`src/rtl/coh_pkg.sv`:
```
package coh_pkg;
    typedef enum logic [1:0] {
        DS_UNC = 2'd0,
        DS_SHR = 2'd1,
        DS_EXC = 2'd2
    } dstate_e;

    localparam logic [1:0] RQ_READ  = 2'd0;
    localparam logic [1:0] RQ_WRITE = 2'd1;
    localparam logic [1:0] RQ_WBACK = 2'd2;

    typedef enum logic [1:0] {
        MS_REPLY     = 2'd0,
        MS_INVAL     = 2'd1,
        MS_FETCH     = 2'd2,
        MS_FETCH_INV = 2'd3
    } mkind_e;

    typedef enum logic [2:0] {
        ST_IDLE, ST_DECIDE, ST_INVAL, ST_FETCH, ST_WAIT, ST_REPLY
    } fsm_e;
endpackage

```
`src/rtl/coh_low_pick.sv`:
```
module coh_low_pick #(
    parameter int N  = 4,
    parameter int IW = 2
) (
    input  logic [N-1:0]  vec,
    output logic [IW-1:0] idx
);
    always_comb begin
        idx = '0;
        for (int i = N - 1; i >= 0; i--) begin
            if (vec[i]) idx = IW'(i);
        end
    end
endmodule

```
`src/rtl/coh_dir_table.sv`:
```
module coh_dir_table
    import coh_pkg::*;
#(
    parameter int NPROC = 4,
    parameter int NBLK  = 16,
    parameter int AW    = 4
) (
    input  logic             clk,
    input  logic             rst_n,
    input  logic [AW-1:0]    addr,
    output dstate_e          rd_st,
    output logic [NPROC-1:0] rd_pres,
    input  logic             we,
    input  dstate_e          wr_st,
    input  logic [NPROC-1:0] wr_pres
);
    dstate_e          st_q   [NBLK];
    logic [NPROC-1:0] pres_q [NBLK];

    for (genvar b = 0; b < NBLK; b++) begin : g_ent
        always_ff @(posedge clk or negedge rst_n) begin
            if (!rst_n) begin
                st_q[b]   <= DS_UNC;
                pres_q[b] <= '0;
            end else if (we && addr == AW'(b)) begin
                st_q[b]   <= wr_st;
                pres_q[b] <= wr_pres;
            end
        end
    end

    assign rd_st   = st_q[addr];
    assign rd_pres = pres_q[addr];
endmodule

```
`src/rtl/coh_blk_store.sv`:
```
module coh_blk_store #(
    parameter int NBLK = 16,
    parameter int AW   = 4,
    parameter int DW   = 16
) (
    input  logic          clk,
    input  logic          rst_n,
    input  logic [AW-1:0] addr,
    output logic [DW-1:0] rdata,
    input  logic          we,
    input  logic [DW-1:0] wdata
);
    logic [DW-1:0] word_q [NBLK];

    for (genvar b = 0; b < NBLK; b++) begin : g_word
        always_ff @(posedge clk or negedge rst_n) begin
            if (!rst_n)                      word_q[b] <= DW'(b);
            else if (we && addr == AW'(b))   word_q[b] <= wdata;
        end
    end

    assign rdata = word_q[addr];
endmodule

```
`src/rtl/coh_home_ctrl.sv`:
```
module coh_home_ctrl
    import coh_pkg::*;
#(
    parameter int NPROC = 4,
    parameter int NBLK  = 16,
    parameter int DW    = 16,
    localparam int PW   = (NPROC > 1) ? $clog2(NPROC) : 1,
    localparam int AW   = (NBLK > 1) ? $clog2(NBLK) : 1
) (
    input  logic          clk,
    input  logic          rst_n,
    input  logic          req_valid,
    output logic          req_ready,
    input  logic [1:0]    req_kind,
    input  logic [PW-1:0] req_src,
    input  logic [AW-1:0] req_addr,
    input  logic [DW-1:0] req_data,
    input  logic          rsp_valid,
    input  logic [DW-1:0] rsp_data,
    output logic          msg_valid,
    output logic [1:0]    msg_kind,
    output logic [PW-1:0] msg_dst,
    output logic [AW-1:0] msg_addr,
    output logic [DW-1:0] msg_data
);
    localparam logic [NPROC-1:0] ONE = NPROC'(1);

    fsm_e             st, st_nx;
    logic [1:0]       r_kind;
    logic [PW-1:0]    r_src;
    logic [AW-1:0]    r_addr;
    logic [DW-1:0]    r_data;
    logic [NPROC-1:0] inv_left;
    logic [NPROC-1:0] src_bit;

    dstate_e          cur_st;
    logic [NPROC-1:0] cur_pres;
    logic             dir_we;
    dstate_e          dir_wst;
    logic [NPROC-1:0] dir_wpres;
    logic [DW-1:0]    mem_q;
    logic             mem_we;
    logic [DW-1:0]    mem_wd;
    logic [PW-1:0]    own_idx;
    logic [PW-1:0]    inv_idx;
    mkind_e           mk;

    assign src_bit = ONE << r_src;

    coh_dir_table #(.NPROC(NPROC), .NBLK(NBLK), .AW(AW)) u_dir (
        .clk(clk), .rst_n(rst_n), .addr(r_addr),
        .rd_st(cur_st), .rd_pres(cur_pres),
        .we(dir_we), .wr_st(dir_wst), .wr_pres(dir_wpres)
    );

    coh_blk_store #(.NBLK(NBLK), .AW(AW), .DW(DW)) u_mem (
        .clk(clk), .rst_n(rst_n), .addr(r_addr),
        .rdata(mem_q), .we(mem_we), .wdata(mem_wd)
    );

    coh_low_pick #(.N(NPROC), .IW(PW)) u_own (.vec(cur_pres), .idx(own_idx));
    coh_low_pick #(.N(NPROC), .IW(PW)) u_inv (.vec(inv_left), .idx(inv_idx));

    // state register
    always_ff @(posedge clk or negedge rst_n) begin
        if (!rst_n) st <= ST_IDLE;
        else        st <= st_nx;
    end

    // next state
    always_comb begin
        st_nx = st;
        unique case (st)
            ST_IDLE:   if (req_valid) st_nx = ST_DECIDE;
            ST_DECIDE: begin
                if (r_kind == RQ_READ || r_kind == RQ_WRITE) begin
                    if (cur_st == DS_EXC)
                        st_nx = ST_FETCH;
                    else if (r_kind == RQ_WRITE && cur_st == DS_SHR &&
                             (cur_pres & ~src_bit) != '0)
                        st_nx = ST_INVAL;
                    else
                        st_nx = ST_REPLY;
                end else begin
                    st_nx = ST_IDLE;
                end
            end
            ST_INVAL:  if ((inv_left & (inv_left - ONE)) == '0) st_nx = ST_REPLY;
            ST_FETCH:  st_nx = ST_WAIT;
            ST_WAIT:   if (rsp_valid) st_nx = ST_REPLY;
            ST_REPLY:  st_nx = ST_IDLE;
            default:   st_nx = ST_IDLE;
        endcase
    end

    // latched request and pending invalidations
    always_ff @(posedge clk or negedge rst_n) begin
        if (!rst_n) begin
            r_kind   <= '0;
            r_src    <= '0;
            r_addr   <= '0;
            r_data   <= '0;
            inv_left <= '0;
        end else begin
            if (st == ST_IDLE && req_valid) begin
                r_kind <= req_kind;
                r_src  <= req_src;
                r_addr <= req_addr;
                r_data <= req_data;
            end
            if (st == ST_DECIDE) inv_left <= cur_pres & ~src_bit;
            else if (st == ST_INVAL) inv_left <= inv_left & ~(ONE << inv_idx);
        end
    end

    // outputs and directory / memory updates
    always_comb begin
        req_ready = 1'b0;
        msg_valid = 1'b0;
        mk        = MS_REPLY;
        msg_dst   = r_src;
        mem_we    = 1'b0;
        mem_wd    = r_data;
        dir_we    = 1'b0;
        dir_wst   = cur_st;
        dir_wpres = cur_pres;
        unique case (st)
            ST_IDLE:   req_ready = 1'b1;
            ST_DECIDE: begin
                if (r_kind == RQ_WBACK && cur_st == DS_EXC && cur_pres == src_bit) begin
                    mem_we    = 1'b1;
                    dir_we    = 1'b1;
                    dir_wst   = DS_UNC;
                    dir_wpres = '0;
                end
            end
            ST_INVAL: begin
                msg_valid = 1'b1;
                mk        = MS_INVAL;
                msg_dst   = inv_idx;
            end
            ST_FETCH: begin
                msg_valid = 1'b1;
                mk        = (r_kind == RQ_WRITE) ? MS_FETCH_INV : MS_FETCH;
                msg_dst   = own_idx;
            end
            ST_WAIT: begin
                mem_we = rsp_valid;
                mem_wd = rsp_data;
            end
            ST_REPLY: begin
                msg_valid = 1'b1;
                dir_we    = 1'b1;
                if (r_kind == RQ_READ) begin
                    dir_wst   = DS_SHR;
                    dir_wpres = cur_pres | src_bit;
                end else begin
                    dir_wst   = DS_EXC;
                    dir_wpres = src_bit;
                end
            end
            default: ;
        endcase
    end

    assign msg_kind = mk;
    assign msg_addr = r_addr;
    assign msg_data = mem_q;
endmodule

```
`config.mk`:
```
export PLATFORM = sky130hd
export DESIGN_NAME = coh_home_ctrl
export DESIGN_NICKNAME = d
export VERILOG_FILES = /design/src/rtl/coh_pkg.sv /design/src/rtl/coh_low_pick.sv /design/src/rtl/coh_dir_table.sv /design/src/rtl/coh_blk_store.sv /design/src/rtl/coh_home_ctrl.sv
export SDC_FILE = /design/constraint.sdc
export NUM_CORES = 1
export LEC_CHECK = 0
export BUFFER_PORTS_ARGS = -buffer_cell sky130_fd_sc_hd__buf_2
export CORE_UTILIZATION = 62
export CTS_BUF_LIST = sky130_fd_sc_hd__clkbuf_8 sky130_fd_sc_hd__clkbuf_16
export CTS_CLUSTER_DIAMETER = 100
export CTS_CLUSTER_SIZE = 16
export DETAILED_ROUTE_END_ITERATION = 6
export PLACE_DENSITY = 0.78
export SYNTH_ARGS = -nofsm -noshare
export SYNTH_HDL_FRONTEND = slang
export SYNTH_SLANG_ARGS = --single-unit
```
`constraint.sdc`:
```
create_clock -name clk -period 5.66 [get_ports clk]
set_input_delay 0.566 -clock clk [delete_from_list [all_inputs] [get_ports clk]]
set_output_delay 0.566 -clock clk [all_outputs]
set_load 0.02 [all_outputs]
```
==> results_dict.tcl, run 1 <==
set metrics [dict create \
    status "finished, final reports clean" \
    globalplace.congestion 0.930 \
    die_w_um 169 \
    register_area_mm2 0.00963 \
    cap_violations 0 \
    layout_commonest_cell "dfrtp_1" \
    synth_xor_area_share_pct 0 \
    p_seq_share_pct 43.2 \
    cts_setup_buffers 0 \
    antenna-diode-count 0 \
    synth_edf_count 0 \
    rsz0062_at_grt "no" \
    combPwrFrac_pct 38.7 \
    cts_root_buf "clkbuf_16" \
    cp_data_arrival_time_ns 5.36 \
    fin_nets 1569 \
    grt_pass1_vias 12500 \
    initial_core_util_pct 63.7 \
    final_cell_mix "347 x dfrtp_1, 332 x nand2_1, 180 x o21ai_0" \
    synth-simple-area-share_pct 10.0 \
    netlist_instances 1494 \
    num_rows 60 \
    p_sw_share_pct 38.4 \
    vias 12200 \
    synth_ff_type "dfrtp_1" \
    clk_latency_ns 0.57 \
    layout-drive-gt1-share_pct 22.7 \
    critPathBufInv 1 \
    slew_violations 0 \
    crit_chain "mux4_2 > mux2_2 > o21ai_0 > ha_1 > nor4b_1 > nand3_1 > nor4_4 > buf_4 > o311ai_4 > nand2_1 > o21ai_0" \
    start_kind "flip-flop" \
    via_per_inst 6.41 \
    synth_area_mm2 0.0173 \
    grt_remaining_overflow 0 \
    fin_tns_setup_ns 0 \
    crit_fanout 32 \
    cpMaxStageDelayCell "dfrtp_4" \
    synth.distinct_cells 48 \
    min_period_ns 4.96 \
    crit_required_ns 6.05 \
    avgSynthCellArea_um2 11.6 \
    relSlewSlack_pct 9.31 \
    grt_pass1_wl_mm 67.8 \
    route.detailed.drc 0 \
    ant_nets 0 \
    htreeDepth 1 \
    die-area_mm2 0.0286 \
    cts.clk_slew.worst_paths_ns 0.08 \
    grt.total_usage_pct 30.7 \
    portBuffers 69 \
    period_share_pct 87.7 \
    yosys.area_share.adder_pct 0.636 \
    grt_antenna_before_repair 1 \
    cts_tree "done" \
    hold_viol_final 0 \
    setup_viol 0 \
    core_mm2 0.0272 \
    ys_ff_latch 383 \
    synth_top_family_by_area "multiplexers" \
    dp_hpwl_mm 27.3 \
    cp_top_family "simple AND/OR/NAND/NOR gates" \
    yosysWarnings 0 \
    cts_sinks 383 \
    r2r_slack_ns 0.70 \
    power.switching_uw 3820 \
    skew_ns 0.0134 \
    clkPwrFrac_pct 18.1 \
    area_growth_pct 9.88 \
    cts_buffers 27 \
    p_per_area_mw_per_mm2 523 \
    cts_resized 0 \
    peakVddDrop_v 0.000368 \
    hold_buffers 0 \
    grt_max_degree 131 \
    p_leak_uw 0.00817 \
    async_reset_ff_share_pct 100 \
    cts.path.max_buffers 3 \
    p_int_uw 6140 \
    cp_common_cell "o21ai_0" \
    tightest_slew_ns 1.32 \
    synth_mux_area_share_pct 18.2 \
    seq_area_frac_synth_pct 55.6 \
    cp-end-kind "flip-flop" \
    drt_iter0_markers 1214 \
    drt-wirelength-per-cell_um 22.0 \
    multiInputGateArea_mm2 0.00743 \
    critPathKind "flip-flop to flip-flop" \
    fillCellCount 1932 \
    hold_path.class "input port to asynchronous set/reset pin" \
    wirelength_mm 41.9 \
    synth_nets 1546 \
    final_core_util_pct 70.0 \
    fmax_mhz 201 \
    synth-compound-area-share_pct 12.7 \
    firstDrtPassIters 5 \
    max_stage_delay_ns 0.77 \
    ioPinCount 70 \
    die_height_um 169 \
]
-- registers in the layout, indices dropped and copies added, names as in the netlist --
name,flops
u_dir.pres_q,64
r_src,2
msg_addr,4
inv_left,4
u_mem.word_q,256
u_dir.st_q,32
st,3
r_data,16
r_kind,2
-- cell families after synthesis --
| logic type | after synthesis |
|---|---|
| DFF | 383 |
| AOI/OAI and AO/OA | 382 |
| and+or+nand+nor | 423 |
| buffers and inverters | 123 |
| muxes | 174 |
| adders and majority gates | 9 |
-- Yosys cell counts, types with 13 or more instances --
| master | number | area, µm² |
|---|---|---|
| buf_1 | 13 | 48.8 |
| mux2_2 | 41 | 462 |
| o2bb2ai_1 | 40 | 350 |
| mux2i_1 | 24 | 240 |
| nand3_1 | 23 | 115 |
| nor2_1 | 26 | 97.6 |
| clkbuf_1 | 83 | 312 |
| nand2b_1 | 15 | 93.8 |
| nand2_1 | 332 | 1250 |
| mux4_2 | 109 | 2450 |
| o21ai_1 | 122 | 611 |
| buf_2 | 18 | 90.1 |
| dfstp_2 | 32 | 841 |
| dfrtp_1 | 351 | 8780 |
| o21ai_0 | 180 | 901 |
-- power groups by stage --
stage	Clock [µW]	Sequential, µW	Combinational, µW
floorplan	0	4010	2860
global placement	0	4270	3690
detailed placement	0	4320	3820
CTS	1830	4290	3840
global route	1920	4400	4180
finish	1800	4300	3850
-- area by class of cell --
cell class / instances / share of cell area [%]
Clock buffer: 27 / 3.55
Tap cell: 372 / 2.45
Multi-Input combinational cell: 988 / 39.1
Inverter: 8 / 0.158
Timing Repair Buffer: 109 / 3.58
Sequential cell: 383 / 50.7
Clock inverter: 22 / 0.520
-- per-layer routing --
layer	global-route usage [%]	share of wire (%)	up-vias
met3	6.36	8.4	76
met5	0	0	-
li1	-	-	5425
met1	44.5	43	6214
met4	8.66	2.3	0
met2	47.7	47	531
-- stage by stage --
step / hold WS (ns) / cell area [µm²] / instances / setup slack [ns] / power (µW)
after floorplan: 0.270 / 17300 / 1494 / 1.13 / 6870
after global placement: 0.449 / 18200 / 1860 / 0.902 / 7960
after detailed placement: 0.455 / 18200 / 1860 / 0.735 / 8140
after CTS: 0.172 / 19000 / 1909 / 0.718 / 9950
after global routing: 0.189 / 19000 / 1909 / 0.258 / 10500
final: 0.131 / 19000 / 1909 / 0.696 / 9950
-- worst register-to-register path, delay by kind of cell, from the launching register on --
family          cells  cell delay [ns]
mux                 2             0.86
fa+ha+maj           1             0.31
flops               1             0.77
simple gates        4             1.65
compound gates      3             0.83
buf+inv             1             0.39
-- final timing paths --
check	start	to	cells past startpoint
min reg2reg	u_mem.word_q[34]$_DFFE_PN1P_	u_mem.word_q[34]$_DFFE_PN1P_	2
max	msg_addr[0]$_DFFE_PN0P_	u_mem.word_q[110]$_DFFE_PN0P_	11
max in group asynchronous	rst_n	u_mem.word_q[22]$_DFFE_PN0P_	2
min in group clk	req_addr[0]	msg_addr[0]$_DFFE_PN0P_	3
min	rst_n	r_src[1]$_DFFE_PN0P_	1
max reg2reg	msg_addr[0]$_DFFE_PN0P_	u_mem.word_q[110]$_DFFE_PN0P_	11
Power figures use the tool's default switching activity.
==> inputs of run 2 (changes only) <==
--- a/config.mk
+++ b/config.mk
@@ -6,6 +6,7 @@
 export NUM_CORES = 1
 export LEC_CHECK = 0
 export BUFFER_PORTS_ARGS = -buffer_cell sky130_fd_sc_hd__buf_2
+export CAP_MARGIN = 0
 export CORE_UTILIZATION = 62
 export CTS_BUF_LIST = sky130_fd_sc_hd__clkbuf_8 sky130_fd_sc_hd__clkbuf_16
 export CTS_CLUSTER_DIAMETER = 100
==> constraint.sdc (replaced) <==
create_clock -name clk -period 5.5 [get_ports clk]
set_input_delay 0.55 -clock clk [delete_from_list [all_inputs] [get_ports clk]]
set_output_delay 0.55 -clock clk [all_outputs]
set_load 0.02 [all_outputs]
==> run 2 against run 1 <==
  * The run now ends with design-rule violations left
  * Largest cell class unchanged
  * Final cell count shrank 0.26%
  * Flip-flop and latch count is the same
  * Critical path type unchanged
  * Hold slack lost 0.11 ns
  * Clock power is essentially flat
  * Global-route usage grew 0.20 points
==> results_dict.tcl, run 2 (synthesis gave the netlist of run 1 again) <==
set metrics [dict create \
    ant_nets 0 \
    start_kind "flip-flop" \
    clkPwrFrac_pct 17.8 \
    reg2reg_from "msg_addr[0]$_DFFE_PN0P_" \
    p_per_area_mw_per_mm2 539 \
    combPwrFrac_pct 38.5 \
    cts.path.max_buffers 3 \
    initial_core_util_pct 63.7 \
    layout-drive-gt1-share_pct 22.7 \
    critPathBufInv 2 \
    die-area_mm2 0.0286 \
    largest_register_ffs 256 \
    htreeDepth 1 \
    hold_path.class "input port to asynchronous set/reset pin" \
    hold_buffers 0 \
    cpMaxStageDelayCell "dfrtp_4" \
    max_stage_delay_ns 0.97 \
    cp.depth 12 \
    slew_violations 0 \
    fmax_mhz 199 \
    grt_antenna_before_repair 0 \
    ff2ff_path_depth 12 \
    ioPinCount 70 \
    endpoint "u_mem.word_q[235]$_DFFE_PN0P_" \
    cap_violations 0 \
    final_core_util_pct 69.9 \
    fillCellCount 1877 \
    place_area_mm2 0.0182 \
    grt_pass1_vias 12600 \
    min_period_ns 5.03 \
    layout_commonest_cell "dfrtp_1" \
    crit_start "msg_addr[0]$_DFFE_PN0P_" \
    core_mm2 0.0272 \
    post-route-cell-area_mm2 0.0190 \
    vias 12300 \
    grt_remaining_overflow 0 \
    register_area_mm2 0.00963 \
    p_sw_share_pct 38.3 \
    cts_buffers 27 \
    wirelength_mm 42.0 \
    area_growth_pct 9.75 \
    period_share_pct 91.4 \
    relSlewSlack_pct 8.61 \
    rsz0062_at_grt "no" \
    clk_latency_ns 0.56 \
    firstDrtPassIters 7 \
    violations "design-rule violations" \
    final_cell_mix "347 x dfrtp_1, 332 x nand2_1, 180 x o21ai_0" \
    fin_nets 1567 \
    cp-end-kind "flip-flop" \
    p_seq_share_pct 43.8 \
    cts_setup_buffers 0 \
    cts.clk_slew.worst_paths_ns 0.08 \
    grt.total_usage_pct 30.9 \
    p_int_uw 6310 \
    cts_sinks 383 \
    critPathKind "flip-flop to flip-flop" \
    fin_tns_setup_ns 0 \
    antenna-diode-count 0 \
    peakVddDrop_v 0.000428 \
    grt_max_degree 156 \
    route.detailed.drc 12 \
    dp_hpwl_mm 26.8 \
    num_rows 60 \
    drt-wirelength-per-cell_um 22.0 \
    globalplace.congestion 0.891 \
    r2r_slack_ns 0.47 \
    skew_ns 0.0195 \
    crit_required_ns 5.86 \
    via_per_inst 6.48 \
    status "finished, violations left" \
    largest_register "u_mem.word_q" \
    cp_data_arrival_time_ns 5.39 \
    multiInputGateArea_mm2 0.00744 \
    crit_chain "mux4_2 > mux2_2 > o21ai_0 > ha_1 > nor4b_1 > buf_4 > nand3_1 > nor4_4 > buf_4 > o311ai_4 > nand2_1 > o21ai_0" \
    tightest_slew_ns 1.37 \
    drt_iter0_markers 1327 \
    cts_tree "done" \
    r2r-end "u_mem.word_q[235]$_DFFE_PN0P_" \
    crit_fanout 46 \
    power_uw 10200 \
    setup_viol 0 \
    cp_top_family "simple AND/OR/NAND/NOR gates" \
    grt_pass1_wl_mm 68.0 \
    reg_top3 "u_mem.word_q x256, u_dir.pres_q x64, u_dir.st_q x32" \
    die_height_um 169 \
    cts_root_buf "clkbuf_16" \
    cts_resized 0 \
    power.switching_uw 3920 \
    die_w_um 169 \
    p_leak_uw 0.00814 \
    portBuffers 69 \
    hold_viol_final 0 \
]
[run 2: changes by cell type in the layout (fill, tap and decap cells not counted)]
| cell | before | now |
|---|---|---|
| mux2i_1 | 24 | 22 |
| buf_12 | 2 | 3 |
| buf_4 | 38 | 35 |
| inv_16 | 1 | 0 |
| mux2i_2 | 0 | 2 |
| inv_1 | 27 | 25 |
[run 2: routing by layer]
layer | vias up | GRT usage (%) | part of all wire (%)
li1 | 5394 | - | -
met1 | 6236 | 46.5 | 43
met2 | 609 | 47.5 | 47
met3 | 90 | 4.56 | 7.9
met4 | 0 | 8.77 | 2.4
met5 | - | 0 | 0
[run 2: layout make-up]
class / instances / area share (%)
Sequential cell: 383 / 50.7
Clock inverter: 19 / 0.376
Timing Repair Buffer: 107 / 3.57
Multi-Input combinational cell: 988 / 39.2
Tap cell: 372 / 2.45
Inverter: 8 / 0.158
Clock buffer: 27 / 3.56
[run 2: worst min-delay path by stage]
stage                                               end  depth (start not counted)
after floorplan                 inv_left[0]$_DFFE_PN0P_                          0
after global placement      u_mem.word_q[1]$_DFFE_PN1P_                          2
after detailed placement  u_mem.word_q[193]$_DFFE_PN1P_                          2
after CTS                  u_dir.pres_q[30]$_DFFE_PN0P_                          1
after global routing       u_dir.pres_q[22]$_DFFE_PN0P_                          1
final                      u_dir.pres_q[31]$_DFFE_PN0P_                          1
[run 2: power by group through the flow]
| stage | clock network, µW | registers, µW | logic [µW] |
|---|---|---|---|
| 2_1_floorplan | 0 | 4130 | 2940 |
| 3_5_place_dp | 0 | 4490 | 3890 |
| 6_report | 1820 | 4480 | 3940 |
| 4_1_cts | 1840 | 4460 | 3910 |
| 5_1_grt | 1940 | 4580 | 4250 |
| 3_3_place_gp | 0 | 4430 | 3760 |
[run 2: through the flow]
step                      hold WS, ns  worst slack [ns]  std cells
after global routing           0.0935             0.105       1904
after detailed placement        0.456             0.547       1858
after global placement          0.450             0.701       1858
final                          0.0224             0.470       1904
after CTS                      0.0573             0.508       1904
after floorplan                 0.254             0.975       1494
==> inputs of run 3 (changes only) <==
--- a/config.mk
+++ b/config.mk
@@ -7,12 +7,13 @@
 export LEC_CHECK = 0
 export BUFFER_PORTS_ARGS = -buffer_cell sky130_fd_sc_hd__buf_2
 export CAP_MARGIN = 0
-export CORE_UTILIZATION = 62
+export CORE_UTILIZATION = 56
 export CTS_BUF_LIST = sky130_fd_sc_hd__clkbuf_8 sky130_fd_sc_hd__clkbuf_16
 export CTS_CLUSTER_DIAMETER = 100
-export CTS_CLUSTER_SIZE = 16
+export CTS_CLUSTER_SIZE = 10
 export DETAILED_ROUTE_END_ITERATION = 6
-export PLACE_DENSITY = 0.78
+export MAX_ROUTING_LAYER = met4
+export PLACE_DENSITY = 0.74
 export SYNTH_ARGS = -nofsm -noshare
 export SYNTH_HDL_FRONTEND = slang
 export SYNTH_SLANG_ARGS = --single-unit
==> constraint.sdc (replaced) <==
create_clock -name clk -period 4.1 [get_ports clk]
set_input_delay 0.41 -clock clk [delete_from_list [all_inputs] [get_ports clk]]
set_output_delay 0.41 -clock clk [all_outputs]
set_load 0.02 [all_outputs]
==> run 3 against run 2 <==
  * The flow now finishes without violations
  * Via count increased by 1.2%
  * Flip-flop and latch count unchanged
  * Largest power group unchanged
  * Non-clock buffer count increased by 37
==> results_dict.tcl, run 3 (synthesis gave the netlist of run 1 again) <==
set metrics [dict create \
    status "finished, final reports clean" \
    dpl.cell_count 1909 \
    grt_pass1_vias 12100 \
    fin_tns_setup_ns 0 \
    grt_pass1_wl_mm 68.3 \
    globalplace.congestion 0.953 \
    drt-wirelength-per-cell_um 21.9 \
    portBuffers 69 \
    via_per_inst 6.27 \
    ant_nets 0 \
    cp_top_family "multiplexers" \
    p_leak_uw 0.00864 \
    grt_antenna_before_repair 0 \
    dp_hpwl_mm 27.6 \
    start_kind "flip-flop" \
    setup_viol 0 \
    die_w_um 178 \
    htreeDepth 2 \
    slew_violations 0 \
    ioPinCount 70 \
    cts_sinks 383 \
    hold_path.class "input port to flip-flop" \
    place_area_mm2 0.0186 \
    num_rows 63 \
    antenna-diode-count 0 \
    layout-drive-gt1-share_pct 25.4 \
    core_mm2 0.0300 \
    tightest_slew_ns 1.31 \
    final_cells 1990 \
    crit_fanout 25 \
    peakVddDrop_v 0.000557 \
    register_area_mm2 0.00963 \
    reg2reg_from "msg_addr[0]$_DFFE_PN0P_" \
    largest_register_ffs 256 \
    area_growth_pct 15.5 \
    crit_required_ns 4.47 \
    crit_chain "buf_12 > mux4_2 > mux4_2 > inv_1 > ha_1 > nor4b_2 > buf_4 > nand3_1 > nor4_4 > buf_12 > o31ai_4 > buf_4 > o21ai_0" \
    r2r_slack_ns 0.16 \
    cp-end-kind "flip-flop" \
    grt_remaining_overflow 0 \
    min_period_ns 3.94 \
    post-route-cell-area_mm2 0.0200 \
    period_share_pct 96.0 \
    clk_latency_ns 0.55 \
    skew_ns 0.0233 \
    fmax_mhz 254 \
    p_per_area_mw_per_mm2 751 \
    max_stage_delay_ns 0.94 \
    die_height_um 178 \
    wirelength_mm 43.6 \
    cts_tree "done" \
    relSlewSlack_pct 12.5 \
    reg_top3 "u_mem.word_q x256, u_dir.pres_q x64, u_dir.st_q x32" \
    initial_core_util_pct 57.6 \
    cts.clk_slew.worst_paths_ns 0.06 \
    final_cell_mix "347 x dfrtp_1, 332 x nand2_1, 179 x o21ai_0" \
    firstDrtPassIters 6 \
    multiInputGateArea_mm2 0.00749 \
    cts_buffers 44 \
    cts.path.max_buffers 3 \
    worstHoldStart "req_data[9]" \
    fillCellCount 2227 \
    crit_start "msg_addr[0]$_DFFE_PN0P_" \
    largest_register "u_mem.word_q" \
    die-area_mm2 0.0316 \
    critPathKind "flip-flop to flip-flop" \
    grt.total_usage_pct 29.3 \
    hold_viol_final 0 \
    drt_iter0_markers 1040 \
    vias 12500 \
    fin_nets 1623 \
    cap_violations 0 \
    grt_max_degree 110 \
    route.detailed.drc 0 \
    cts_root_buf "clkbuf_16" \
    cpMaxStageDelayCell "o31ai_4" \
    critPathBufInv 5 \
    layout_commonest_cell "dfrtp_1" \
    cp_data_arrival_time_ns 4.31 \
]
==> run 3: area by class of cell <==
| class | count | area share, % |
|---|---|---|
| Timing Repair Buffer | 144 | 5.30 |
| Tap cell | 390 | 2.44 |
| Multi-Input combinational cell | 990 | 37.5 |
| Sequential cell | 383 | 48.2 |
| Clock buffer | 45 | 5.64 |
| Clock inverter | 30 | 0.751 |
| Inverter | 8 | 0.150 |
==> run 3: what timing repair did <==
action / in CTS / in global routing
pin swaps: 0 / 5
cloned: 0 / 2
endpoints found under the setup margin: 9 / 221
endpoints found under the hold margin: 51 / 0
hold buffers: 1 / 0
setup buffers: 0 / 3
resized for setup: 2 / 9
==> run 3: where the power goes <==
group	leakage [µW]	switching (µW)	total [µW]	internal, µW
clock	0.000722	1520	3500	1980
sequential	0.00506	824	5860	5040
combinational	0.00286	3220	5650	2430
==> run 3: through the flow <==
step / setup WS, ns / total power, µW / utilization, % / hold WS [ns]
final: 0.164 / 15000 / 66.5 / 0.0905
after CTS: 0.00906 / 14900 / 66.2 / 0.0769
after global routing: -0.0142 / 15800 / 66.5 / 0.0786
after detailed placement: 0.0485 / 11400 / 61.9 / 0.454
after floorplan: 0.0599 / 9500 / - / 0.114
after global placement: 0.134 / 11200 / 61.9 / 0.449
==> run 3: worst paths after layout <==
check                                                     end  cells past startpoint
worst max-delay path            u_mem.word_q[143]$_DFFE_PN0P_                     13
worst min-delay path                    r_data[9]$_DFFE_PN0P_                      2
worst max register to register  u_mem.word_q[143]$_DFFE_PN0P_                     13
worst min register to register   u_mem.word_q[51]$_DFFE_PN1P_                      2
max in group asynchronous        u_mem.word_q[65]$_DFFE_PN1P_                      3
min in group asynchronous         u_dir.pres_q[3]$_DFFE_PN0P_                      2
==> run 3: metal layers <==
layer / wire (µm) / GRT usage [%] / share of wire [%]
met5: 0 / - / 0
met4: 813 / 7.05 / 1.9
met3: 3130 / 4.28 / 7.2
met2: 20300 / 43.7 / 47
met1: 19300 / 43.0 / 44
==> run 3: worst register-to-register path: stages (launching register included) <==
cell,delay [ns]
dfrtp_4,0.44
buf_12,0.17
mux4_2,0.52
mux4_2,0.51
inv_1,0.07
ha_1,0.13
nor4b_2,0.05
buf_4,0.16
nand3_1,0.17
nor4_4,0.06
buf_12,0.17
o31ai_4,0.94
buf_4,0.31
o21ai_0,0.09
